`config.mk`:
```
export PLATFORM = sky130hd
export DESIGN_NAME = dif_stop_ctl
export DESIGN_NICKNAME = d
export VERILOG_FILES = /design/src/rtl/dif_stop_ctl.sv
export SDC_FILE = /design/constraint.sdc
export NUM_CORES = 1
export LEC_CHECK = 0
export BUFFER_PORTS_ARGS = -buffer_cell sky130_fd_sc_hd__buf_2
export CAP_MARGIN = 20
export CORE_AREA = 2 2 39 41
export CTS_CLUSTER_DIAMETER = 120
export DETAILED_ROUTE_END_ITERATION = 6
export DIE_AREA = 0 0 41 43
export GPL_TIMING_DRIVEN = 0
export PLACE_DENSITY = 0.79
export SYNTH_ARGS = -nofsm -noshare
export SYNTH_HDL_FRONTEND = slang
export SYNTH_SLANG_ARGS = --single-unit
```
`constraint.sdc`:
```
create_clock -name clk_ref -period 2.84 [get_ports clk_ref]
set_input_delay 0.568 -clock clk_ref [delete_from_list [all_inputs] [get_ports clk_ref]]
set_output_delay 0.568 -clock clk_ref [all_outputs]
set_load 0.02 [all_outputs]
```
`src/rtl/dif_stop_ctl.sv`:
```
module dif_stop_ctl #(
  parameter int NPAIR      = 4,
  parameter int RESUME_LAT = 3
) (
  input  logic             clk_ref,
  input  logic             rst_n,
  input  logic             stop_req_a,
  input  logic [NPAIR-1:0] cfg_stoppable,
  input  logic             cfg_park_float,
  output logic [NPAIR-1:0] dif_t,
  output logic [NPAIR-1:0] dif_c,
  output logic [NPAIR-1:0] dif_t_oe,
  output logic [NPAIR-1:0] dif_c_oe
);
  localparam int CW = $clog2(RESUME_LAT + 1);
  localparam logic [CW-1:0] CNT_TOP = CW'(RESUME_LAT - 1);

  logic             sync1, stop_s;
  logic             phase, parked, hold_float;
  logic [NPAIR-1:0] hold_mask;
  logic [CW-1:0]    rel_cnt;
  logic             releasing, enter_go, resume_go;

  assign releasing = parked & ~stop_s;
  assign enter_go  = ~parked & stop_s & ~phase;
  assign resume_go = releasing & phase & (rel_cnt >= CNT_TOP);

  always_ff @(posedge clk_ref or negedge rst_n) begin
    if (!rst_n) begin
      sync1  <= 1'b0;
      stop_s <= 1'b0;
      phase  <= 1'b0;
    end else begin
      sync1  <= stop_req_a;
      stop_s <= sync1;
      phase  <= ~phase;
    end
  end

  always_ff @(posedge clk_ref or negedge rst_n) begin
    if (!rst_n) begin
      parked     <= 1'b0;
      hold_mask  <= '0;
      hold_float <= 1'b0;
    end else if (enter_go) begin
      parked     <= 1'b1;
      hold_mask  <= cfg_stoppable;
      hold_float <= cfg_park_float;
    end else if (resume_go) begin
      parked <= 1'b0;
    end
  end

  always_ff @(posedge clk_ref or negedge rst_n) begin
    if (!rst_n)                     rel_cnt <= '0;
    else if (!releasing || resume_go) rel_cnt <= '0;
    else if (rel_cnt < CNT_TOP)     rel_cnt <= rel_cnt + 1'b1;
  end

  for (genvar g = 0; g < NPAIR; g++) begin : g_pair
    logic held;
    assign held = parked & hold_mask[g];
    always_comb begin
      if (!held) begin
        dif_t[g]    = phase;
        dif_c[g]    = ~phase;
        dif_t_oe[g] = 1'b1;
        dif_c_oe[g] = 1'b1;
      end else if (!hold_float) begin
        dif_t[g]    = 1'b1;
        dif_c[g]    = 1'b0;
        dif_t_oe[g] = 1'b1;
        dif_c_oe[g] = 1'b0;
      end else begin
        dif_t[g]    = releasing;
        dif_c[g]    = 1'b0;
        dif_t_oe[g] = releasing;
        dif_c_oe[g] = 1'b0;
      end
    end
  end
endmodule

```
## After elaboration in Yosys (flattened, before gate mapping)

Index checks and enable logic that the tools add are counted.

| storage, ports and cells | value |
|---|---|
| register bits after elaboration | 11 |
| logic and storage cells | 47 |

| operators by class | value |
|---|---|
| bitwise operators | 12 |
| multiplexer cells | 21 |
| add/subtract/negate cells | 1 |
| magnitude comparators | 2 |
| reduce and logical (&&, ||, !) cells | 4 |

Operator list:

| kind | count |
|---|---|
| $mux 1 | 19 |
| $and 1x1->1 | 9 |
| $mux 2 | 2 |
| $reduce_bool 2->1 | 2 |
| $not 1->1 | 3 |
| $add 2x1->2 const B | 1 |
| $ge 2x2->1 const B | 1 |
| $lt 2x2->1 const B | 1 |
| $logic_not 1->1 | 1 |
| $logic_or 1x1->1 | 1 |

## Logic depth before layout (Yosys ltp)

Gate-level depths: netlist (run 1).

| depth | value |
|---|---|
| depth after elaboration | 6 |
| depth in mapped cells | 4 |
| mapped depth without buffers | 4 |

## Worst setup path before layout (run 1)

Ideal clock, no wire load.

| path | value |
|---|---|
| path kind | register to output |
| start | reg parked |
| end | out dif_t[0] |
| slack | 1.092 ns |
| data arrival time | 1.180 ns |
| buffers on the path | 1 |
| required time | 2.272 ns |
| stages on the path, launching flop included | 4 |
| cell sequence | dfrtp_1 buf_4 a21oi_1 a21oi_1 |

| on the way | value |
|---|---|
| longest elaborated chain between the ends | 3 |
| elaborated cells on any way between the ends | 4 |
| those cells by class | 2 x mux; 2 x bitwise |

Ends and longest elaborated chain:

| item | RTL line | source |
|---|---|---|
| start: declaration | 19 | `logic phase, parked, hold_float;` |
| start signal: assignment | 42 | `parked <= 1'b0;` |
| start signal: assignment | 46 | `parked <= 1'b1;` |
| start signal: assignment | 50 | `parked <= 1'b0;` |
| $and 1x1->1 | 24 | `assign releasing = parked & ~stop_s;` |
| $mux 1 | 69 | `end else if (!hold_float) begin` |
| $mux 1 * | 64 | `if (!held) begin` |
| end: declaration | 10 | `output logic [NPAIR-1:0] dif_t,` |

Every way passes the cells marked *; elsewhere a longest branch is shown, timed or not.

## Worst setup path after layout (run 1)

| path | value |
|---|---|
| start | reg parked |
| end | out dif_t[1] |

Same word-level chain as after synthesis.

==> out/results.tsv, run 1 <==
metric	value	unit
run_status	completed	
p_comb_share	43.8	%
floorplan.die_area	1763	µm²
layout-drive-gt1-share	47.44	%
finalWorstPathRequiredPeriod	1930	ps
post_cts.repair.setup_buffers	0	
rsz0062_at_grt	no	
area_growth	29.89	%
cp-end-kind	output port	
layout_worst_path_cycle_share	67.97	%
drt-wirelength-per-cell	10.60	µm
synth_area	544.3	µm²
sequentialPowerShare	40.5	%
netlist-cell-type-count	19	
drt-vias-per-instance	4.723	
globalRouteTotalUtil	14.18	%
p_sw	0.2726	mW
avgSynthCellArea	10.67	µm²
power.leakage	0.3649	nW
die_width	41	µm
critPathMaxFanout	8	
worst_setup_path_start_kind	flip-flop	
pwr_density_cell	939.3	nW/µm²
dpl.hpwl	773.7	µm
layer_with_the_highest_usage_after_global_routing	met2	
power.ir.vdd_worst	0.0004672	V
grt_max_degree	12	
pin_count	24	
core_region_area	1384	µm²
commonest_cells_after_routing_fill_and_taps_aside	buf_2 (24), dfrtp_1 (11), nand2_1 (8), a21oi_1 (8), mux2_2 (5)	
clk_pin_slew	70	ps
drtAntennaViolNets	0	
final.setup_skew	1.710	ps
critical_path_required	2270	ps
crit-reg2reg-capture	hold_mask[2]	
largest_cells_by_area_after_synthesis	dfrtp_1 (51%), mux2_2 (10%), a21oi_1 (7.4%)	
report.final.setup_viol	0	
maxClockFrequency	0.5181	GHz
grtUsageMet3	3.141	%
synth_largest_type_area_fraction	50.57	%
synth_area_leader_cell	dfrtp_1	
syn-instance-count	51	
antenna_cells	0	
number_of_vias_in_the_routed_layout	444	
grt_pass1_wl	1.676	mm
postCtsHoldBufs	0	
numPortBuffers	23	
cts_max_path_buffers	2	
initial_antenna_violation_count	0	
finalSetupTns	0	ps
p_int	0.3914	mW
finalMaxSlewViolations	0	
switching_share	41.05	%
fin_nets	88	
met1_usage	17.97	%
cts_root_buffer	clkbuf_4	
cts_repair_resize_count	0	
final_util	51.09	%
clkLatencyLatePin	260	ps
wl	996	µm
r2r-start	phase	
via_count_of_the_first_global_routing_pass	409	
tightestPinTransition	296.4	ps
h-tree-depth	1	
grt_remaining_overflow	0	
worst_hold_slack	158.8	ps
clock_power_share	15.7	%
timing.final.hold_violations	0	
ys_seq_elements	11	
cts_buffers	3	
placement_rows	14	
drt_first_iter_violations	6	
syn_nets	60	
r2r_slack	1520	ps
layout.cells.most_common	buf_2	
drt_first_pass_iters	3	
slew_headroom	80.22	%
die_y	43	µm
gp_congestion	0.6937	
initial_utilization	39.33	%
detail_route.drc_violations	0	
cp.arrival	1360	ps
yosysWarningCount	0	
hold_path_class	input pin to async pin	
clock_sink_count	11	
grt.met2_usage	21.25	%
maxCapViolCount	0	
cts_tree	yes	
criticalPathCategory	flip-flop to output port	
yosysSeqAreaShare	50.57	%
timing.reg2reg.worst_path_depth	3	
## stage by stage
step / setup slack (ps) / cell area [µm²] / instances / total power, mW
5_1_grt: 835.2 / 706.9 / 94 / 0.7200
3_3_place_gp: 1208 / 679.4 / 90 / 0.5565
4_1_cts: 903.9 / 706.9 / 94 / 0.6742
3_5_place_dp: 1201 / 679.4 / 90 / 0.5673
6_report: 909.8 / 706.9 / 94 / 0.6641
2_1_floorplan: 1092 / 544.3 / 51 / 0.4750
## worst max-delay path, cell delays in order (launching register included)
cell	delay [ps]
dfrtp_1	440
and3_1	180
buf_2	150
a21oi_1	150
buf_2	180
## power groups by stage
| stage | clock (mW) | combinational, mW | sequential (mW) |
|---|---|---|---|
| 2_1_floorplan | 0 | 0.214 | 0.261 |
| 3_3_place_gp | 0 | 0.287 | 0.269 |
| 3_5_place_dp | 0 | 0.295 | 0.273 |
| 4_1_cts | 0.110 | 0.296 | 0.269 |
| 5_1_grt | 0.119 | 0.322 | 0.280 |
| 6_report | 0.104 | 0.291 | 0.269 |
## registers in the layout, indices dropped and copies added (netlist names)
name        count
phase           1
stop_s          1
sync1           1
hold_float      1
rel_cnt         2
hold_mask       4
parked          1
## layout make-up
cell class | instances | area [µm²]
Buffer | 3 | 23.77
Clock buffer | 3 | 22.52
Clock inverter | 1 | 5.005
Fill cell | 132 | 676.9
Inverter | 4 | 15.01
Multi-Input combinational cell | 33 | 230.2
Sequential cell | 11 | 275.3
Tap cell | 16 | 20.02
Timing Repair Buffer | 23 | 115.1
## worst max path at each step
stage,to,startpoint,depth (start not counted),slack (ps)
floorplan,dif_t[0],parked,3,1090
global placement,dif_t[1],parked,4,1210
detailed placement,dif_t[1],parked,4,1200
CTS,dif_t[1],parked,4,900
global route,dif_t[2],parked,4,840
finish,dif_t[1],parked,4,910
## synth_stat cells
cell,instances
ha_1,1
mux2_2,5
a221oi_1,2
inv_1,4
a21oi_1,8
nor2_1,1
dfrtp_1,11
nor2b_1,1
or2_2,1
buf_4,1
buf_2,1
o32ai_1,1
and3_1,1
or3b_1,1
nand2b_1,1
buf_6,1
nor3b_4,1
xor2_1,1
nand2_1,8
## cells by family after synthesis
group	after synthesis	synth area share (%)
adders and majority gates	1	2.298
and+or+nand+nor	15	15.87
buffers and inverters	7	7.125
xor gates and xnor gates	1	1.609
muxes	5	10.34
AOI/OAI and AO/OA	11	12.19
DFF	11	50.57
## routing by layer
metal / share of wire (%) / vias to the layer above
met5: 0 / -
met4: 1.8 / 0
met3: 1.7 / 2
met2: 56 / 6
met1: 41 / 209
li1: - / 227
Note: power is estimated with default switching activity, not from simulation.
==> run 2: changes to the inputs <==
Settings changed: ABC_AREA set to 1, CORE_AREA 2 2 39 41 to 2 2 42 44, DIE_AREA 0 0 41 43 to 0 0 44 46, PLACE_DENSITY 0.79 to 0.76.
Clock period 2.84 ns to 1.55 ns, I/O delays scaled along.
==> run 2 against run 1 <==
Against the previous run: cell count is 27% higher; area after synthesis is 9.4% higher; clock-buffer cell count is 1 higher; critical path depth is 1 higher; non-clock buffer count stayed put; worst setup slack worse by 870 ps; register-to-register slack worse by 1100 ps; worst hold slack worse by 6.3 ps.
==> out/results.tsv, run 2 <==
metric	value	unit
worst_path_max_delay_cell	dfrtp_2	
finalMaxSlewViolations	0	
syn_nets	82	
fillCellCount	161	
detail_route.drc_violations	0	
antenna_cells	0	
netlist-cell-type-count	13	
pwr_density_cell	1889	nW/µm²
grt_max_degree	12	
maxCapViolCount	0	
drt-vias-per-instance	4.395	
cts_tree	yes	
maxClockFrequency	0.6617	GHz
worstPathCellList	nand2_4 > nand2_4 > nand2_1 > o21ai_1 > buf_4	
dr_wl_met3	86	µm
startpoint	parked	
final.setup_skew	0.7544	ps
syn-instance-count	73	
die_y	46	µm
finalInstanceArea	814.5	µm²
synth_area	595.6	µm²
critical_path_required	1240	ps
floorplan.die_area	2024	µm²
yosysSeqAreaShare	46.22	%
synth_area_leader_cell	dfrtp_1	
via_count_of_the_first_global_routing_pass	425	
ys_seq_elements	11	
worst_setup_path_start_kind	flip-flop	
critPathMaxFanout	7	
cp-end-kind	output port	
gp_congestion	0.6615	
drt_first_pass_iters	4	
layout.cells.most_common	buf_2	
core_region_area	1614	µm²
drt_first_iter_violations	5	
finalWorstPathRequiredPeriod	1511	ps
final.setup.worst_slack	38.76	ps
power.leakage	0.4791	nW
synth_top_cells_by_count	nand2_1 (20), inv_1 (16), dfrtp_1 (11), nor2_1 (7), o21ai_2 (5)	
pin_count	24	
placement_rows	15	
seq_area	276.5	µm²
grt_remaining_overflow	0	
multi_input_area	264.0	µm²
layout-drive-gt1-share	51.96	%
regMostFlops	hold_mask	
r2r-start	phase	
criticalPathCategory	flip-flop to output port	
asyncSetResetFlopFracSynth	100.0	%
largest_cells_by_area_after_synthesis	dfrtp_1 (46%), nand2_1 (13%), inv_1 (10%)	
avgSynthCellArea	8.159	µm²
die_width	44	µm
worst_hold_slack	152.5	ps
synth_largest_type_area_fraction	46.22	%
initial_antenna_violation_count	0	
commonest_cells_after_routing_fill_and_taps_aside	buf_2 (19), nand2_1 (13), inv_1 (10), dfrtp_1 (10), nand2_2 (9)	
finalSetupTns	0	ps
final_util	50.47	%
clock_sink_count	11	
timing.final.hold_violations	0	
largest_register_ffs	4	
layout_worst_path_cycle_share	97.50	%
post_dp_cell_area	732.0	µm²
cts_root_buffer	clkbuf_4	
initial_utilization	36.90	%
synth_edf_count	0	
yosysWarningCount	0	
clkLatencyLatePin	260	ps
hold_path_startpoint	stop_req_a	
dp_worst_setup_slack	226.1	ps
cts_buffers	3	
grt_pass1_wl	1.642	mm
drt-wirelength-per-cell	9.555	µm
wl_met1	458	µm
critical_path.most_common_cell	nand2_4	
number_of_vias_in_the_routed_layout	523	
drtAntennaViolNets	0	
h-tree-depth	1	
critPathMaxStageDelay	480	ps
power.ir.vdd_worst	0.0005999	V
slew_headroom	83.92	%
cts_max_path_buffers	2	
numPortBuffers	23	
area_growth	36.76	%
hold_path_class	input pin to flip-flop	
run_status	completed	
rsz0062_at_grt	yes	
ys.flop_type	dfrtp_1	
yosys.cell_count.top_type	nand2_1	
top_regs	hold_mask x4, rel_cnt x2	
wl	1.137	mm
detailroute.wirelength.met2	566	µm
topRoutingLayerUsed	met4	
tightestPinTransition	241.2	ps
clk_pin_slew	60	ps
globalRouteTotalUtil	11.38	%
report.final.setup_viol	0	
dpl.hpwl	827.6	µm
fin_nets	112	
cp.arrival	1200	ps
[run 2: changes by cell type after synthesis, sizes merged, moves of 2 or more]
cell	before	now
mux2	5	0
inv	4	17
a21oi	8	0
a221oi	2	0
o21ai	0	9
nand2	8	24
buf	3	1
nor2	1	7
[run 2: path summary, 6_finish.rpt]
kind	cells after the start	endpoint	slack, ps
worst max register to register	5	hold_float	470
worst min register to register	0	stop_s	350
worst min-delay path	1	sync1	150
min in group asynchronous	2	sync1	440
max in group asynchronous	2	parked	900
worst max-delay path	5	dif_t[1]	40
[run 2: cells by family (layout without fill, tap and decap cells)]
| logic type | after synthesis | in the layout | synth area share [%] |
|---|---|---|---|
| adders and majority gates | 1 | 1 | 2.101 |
| buffers and inverters | 18 | 47 | 14.08 |
| DFF | 11 | 11 | 46.22 |
| AOI/OAI and AO/OA | 9 | 9 | 10.71 |
| and+or+nand+nor | 33 | 33 | 25.42 |
| xor gates and xnor gates | 1 | 1 | 1.471 |
[run 2: cell type report]
class	count	area share [%]
clock buffer	4	3.226
multi-input combinational	44	32.41
buffer	1	2.458
sequential	11	33.95
inverter	17	7.834
tap	17	2.611
timing repair buffer	25	17.51
[run 2: timing repair]
item,CTS,global route
buffers inserted,0,1
cloned,0,0
pin swaps,0,4
endpoints found under the setup margin,8,8
hold buffers,1,0
endpoints found under the hold margin,11,0
gates resized for setup,3,21
[run 2: critical path, delay by kind of cell, from the launching register on]
family / cells / cell delay, ps
simple gates: 3 / 240
flops: 1 / 480
compound gates: 1 / 60
buf+inv: 1 / 160
[run 2: stage by stage]
step                      instances  power, mW
after floorplan                  73      1.013
after global placement          113      1.197
after detailed placement        113      1.226
after CTS                       118      1.429
after global routing            119      1.673
final                           119      1.538
[run 2: layer usage]
layer  GRT usage, %  vias to the layer above
met1          13.40                      227
met3          1.587                        2
met2          17.65                       21
met4          10.91                        0
li1               -                      273
met5              0                        -
[run 2: report_power, final]
part	switching (mW)	internal [mW]	total, mW
combinational	0.508	0.333	0.841
sequential	0.120	0.392	0.513
clock	0.0856	0.0994	0.185
total	0.713	0.825	1.54
==> run 3: changes to the inputs <==
==> constraint.sdc (replaced) <==
create_clock -name clk_ref -period 1.55 [get_ports clk_ref]
set_input_delay 0.2325 -clock clk_ref [delete_from_list [all_inputs] [get_ports clk_ref]]
set_output_delay 0.2325 -clock clk_ref [all_outputs]
set_load 0.02 [all_outputs]
==> run 3 against run 2 <==
Against the previous run: clock skew barely moved; first-iteration DRC count fell by 40%; critical path type unchanged; clock power barely moved; worst hold slack got worse by 77 ps; highest routed layer unchanged; core utilization fell by 2.0 points; largest cell class unchanged; sequential power fell by 5.7%; global-route usage fell by 0.17 points.
==> out/results.tsv, run 3 (same netlist as run 2, synthesis figures left out) <==
metric	value	unit
clk_pin_slew	60	ps
detail_route.drc_violations	0	
clock_sink_count	11	
largest_register_ffs	4	
drt-wirelength-per-cell	9.193	µm
core_region_area	1614	µm²
area_growth	31.30	%
post_dp_cell_area	732.0	µm²
placement_rows	15	
pwr_density_cell	1820	nW/µm²
via_count_of_the_first_global_routing_pass	424	
grt_pass1_wl	1.614	mm
commonest_cells_after_routing_fill_and_taps_aside	buf_2 (23), nand2_1 (18), inv_1 (15)	
power.ir.vdd_worst	0.0005701	V
cts_tree	yes	
die_width	44	µm
tightestPinTransition	240.5	ps
drt_first_iter_violations	3	
worst_hold_slack	75.51	ps
post_route_total_power	1.423	mW
finalMaxSlewViolations	0	
maxClockFrequency	0.6923	GHz
finalWorstPathRequiredPeriod	1444	ps
dpl.hpwl	827.6	µm
drtAntennaViolNets	0	
gp_congestion	0.6615	
slew_headroom	83.97	%
cts_max_path_buffers	2	
drt-vias-per-instance	4.286	
cp-end-kind	output port	
r2r_slack	480	ps
initial_utilization	36.90	%
run_status	completed	
critPathMaxFanout	5	
maxCapViolCount	0	
hold_path_class	input pin to flip-flop	
layout-drive-gt1-share	42.16	%
numPortBuffers	23	
drt_first_pass_iters	4	
layout_worst_path_cycle_share	93.19	%
final_cells	119	
final_util	48.45	%
antenna_cells	0	
finalInstanceArea	782.0	µm²
h-tree-depth	1	
power.leakage	0.4723	nW
report.final.setup_viol	0	
cts_buffers	3	
final.setup.worst_slack	105.6	ps
initial_antenna_violation_count	0	
grt_remaining_overflow	0	
critical_path_required	1320	ps
grt_max_degree	12	
fin_nets	112	
post-place-cells	113	
globalRouteTotalUtil	11.21	%
setup.worst_path.end	dif_t[3]	
top_regs	hold_mask x4, rel_cnt x2	
finalSetupTns	0	ps
worst_setup_path_start_kind	flip-flop	
pin_count	24	
criticalPathCategory	flip-flop to output port	
floorplan.die_area	2024	µm²
dp_worst_setup_slack	303.6	ps
layout.cells.most_common	buf_2	
regMostFlops	hold_mask	
die_y	46	µm
final.setup_skew	0.9852	ps
cp.arrival	1210	ps
timing.final.hold_violations	0	
crit-reg2reg-capture	hold_float	
clkLatencyLatePin	260	ps
cts_root_buffer	clkbuf_4	
wl	1.094	mm
number_of_vias_in_the_routed_layout	510	
r2r-start	phase	
timing.reg2reg.worst_path_depth	5	
startpoint	stop_s	
-- run 3: cell counts in the layout (fill, tap and decap cells not counted) --
Identical to the previous run, type by type.
-- run 3: what timing repair did --
action | CTS | global route
buffers inserted | 0 | 1
hold endpoints to repair | 11 | 0
setup endpoints to repair | 0 | 8
hold buffers | 1 | 0
gates resized for setup | 0 | 4
-- run 3: critical path, stage by stage (launching register included) --
cell	delay, ps
dfrtp_1	390
inv_1	90
nand2_2	60
nand2_2	120
nand2_1	60
o21ai_0	60
buf_2	180
-- run 3: worst min-delay path by stage --
stage               start         end  slack [ps]  cells after the start
3_5_place_dp        rst_n       sync1         110                      1
3_3_place_gp        rst_n       sync1         100                      1
5_1_grt        stop_req_a       sync1          60                      1
4_1_cts        stop_req_a       sync1          70                      1
2_1_floorplan       rst_n  hold_float         -60                      0
6_report       stop_req_a       sync1          80                      1
-- run 3: metal layers --
layer / routed length, µm / vias to the layer above / global-route usage [%]
met5: 0 / - / 0
met4: 25 / 0 / 10.91
met3: 83 / 2 / 1.587
met2: 520 / 21 / 17.35
met1: 464 / 217 / 13.15
li1: - / 270 / -
-- run 3: where the power goes --
part           switching (mW)  internal (mW)  total (mW)
sequential             0.0919          0.392       0.484
clock                  0.0850         0.0994       0.184
combinational           0.479          0.276       0.755
-- run 3: final cells by class --
class / count / area (µm²)
Tap cell: 17 / 21.27
Fill cell: 161 / 832.0
Buffer: 1 / 20.02
Sequential cell: 11 / 276.5
Multi-Input combinational cell: 44 / 241.5
Inverter: 17 / 63.81
Timing Repair Buffer: 25 / 132.6
Clock buffer: 4 / 26.28
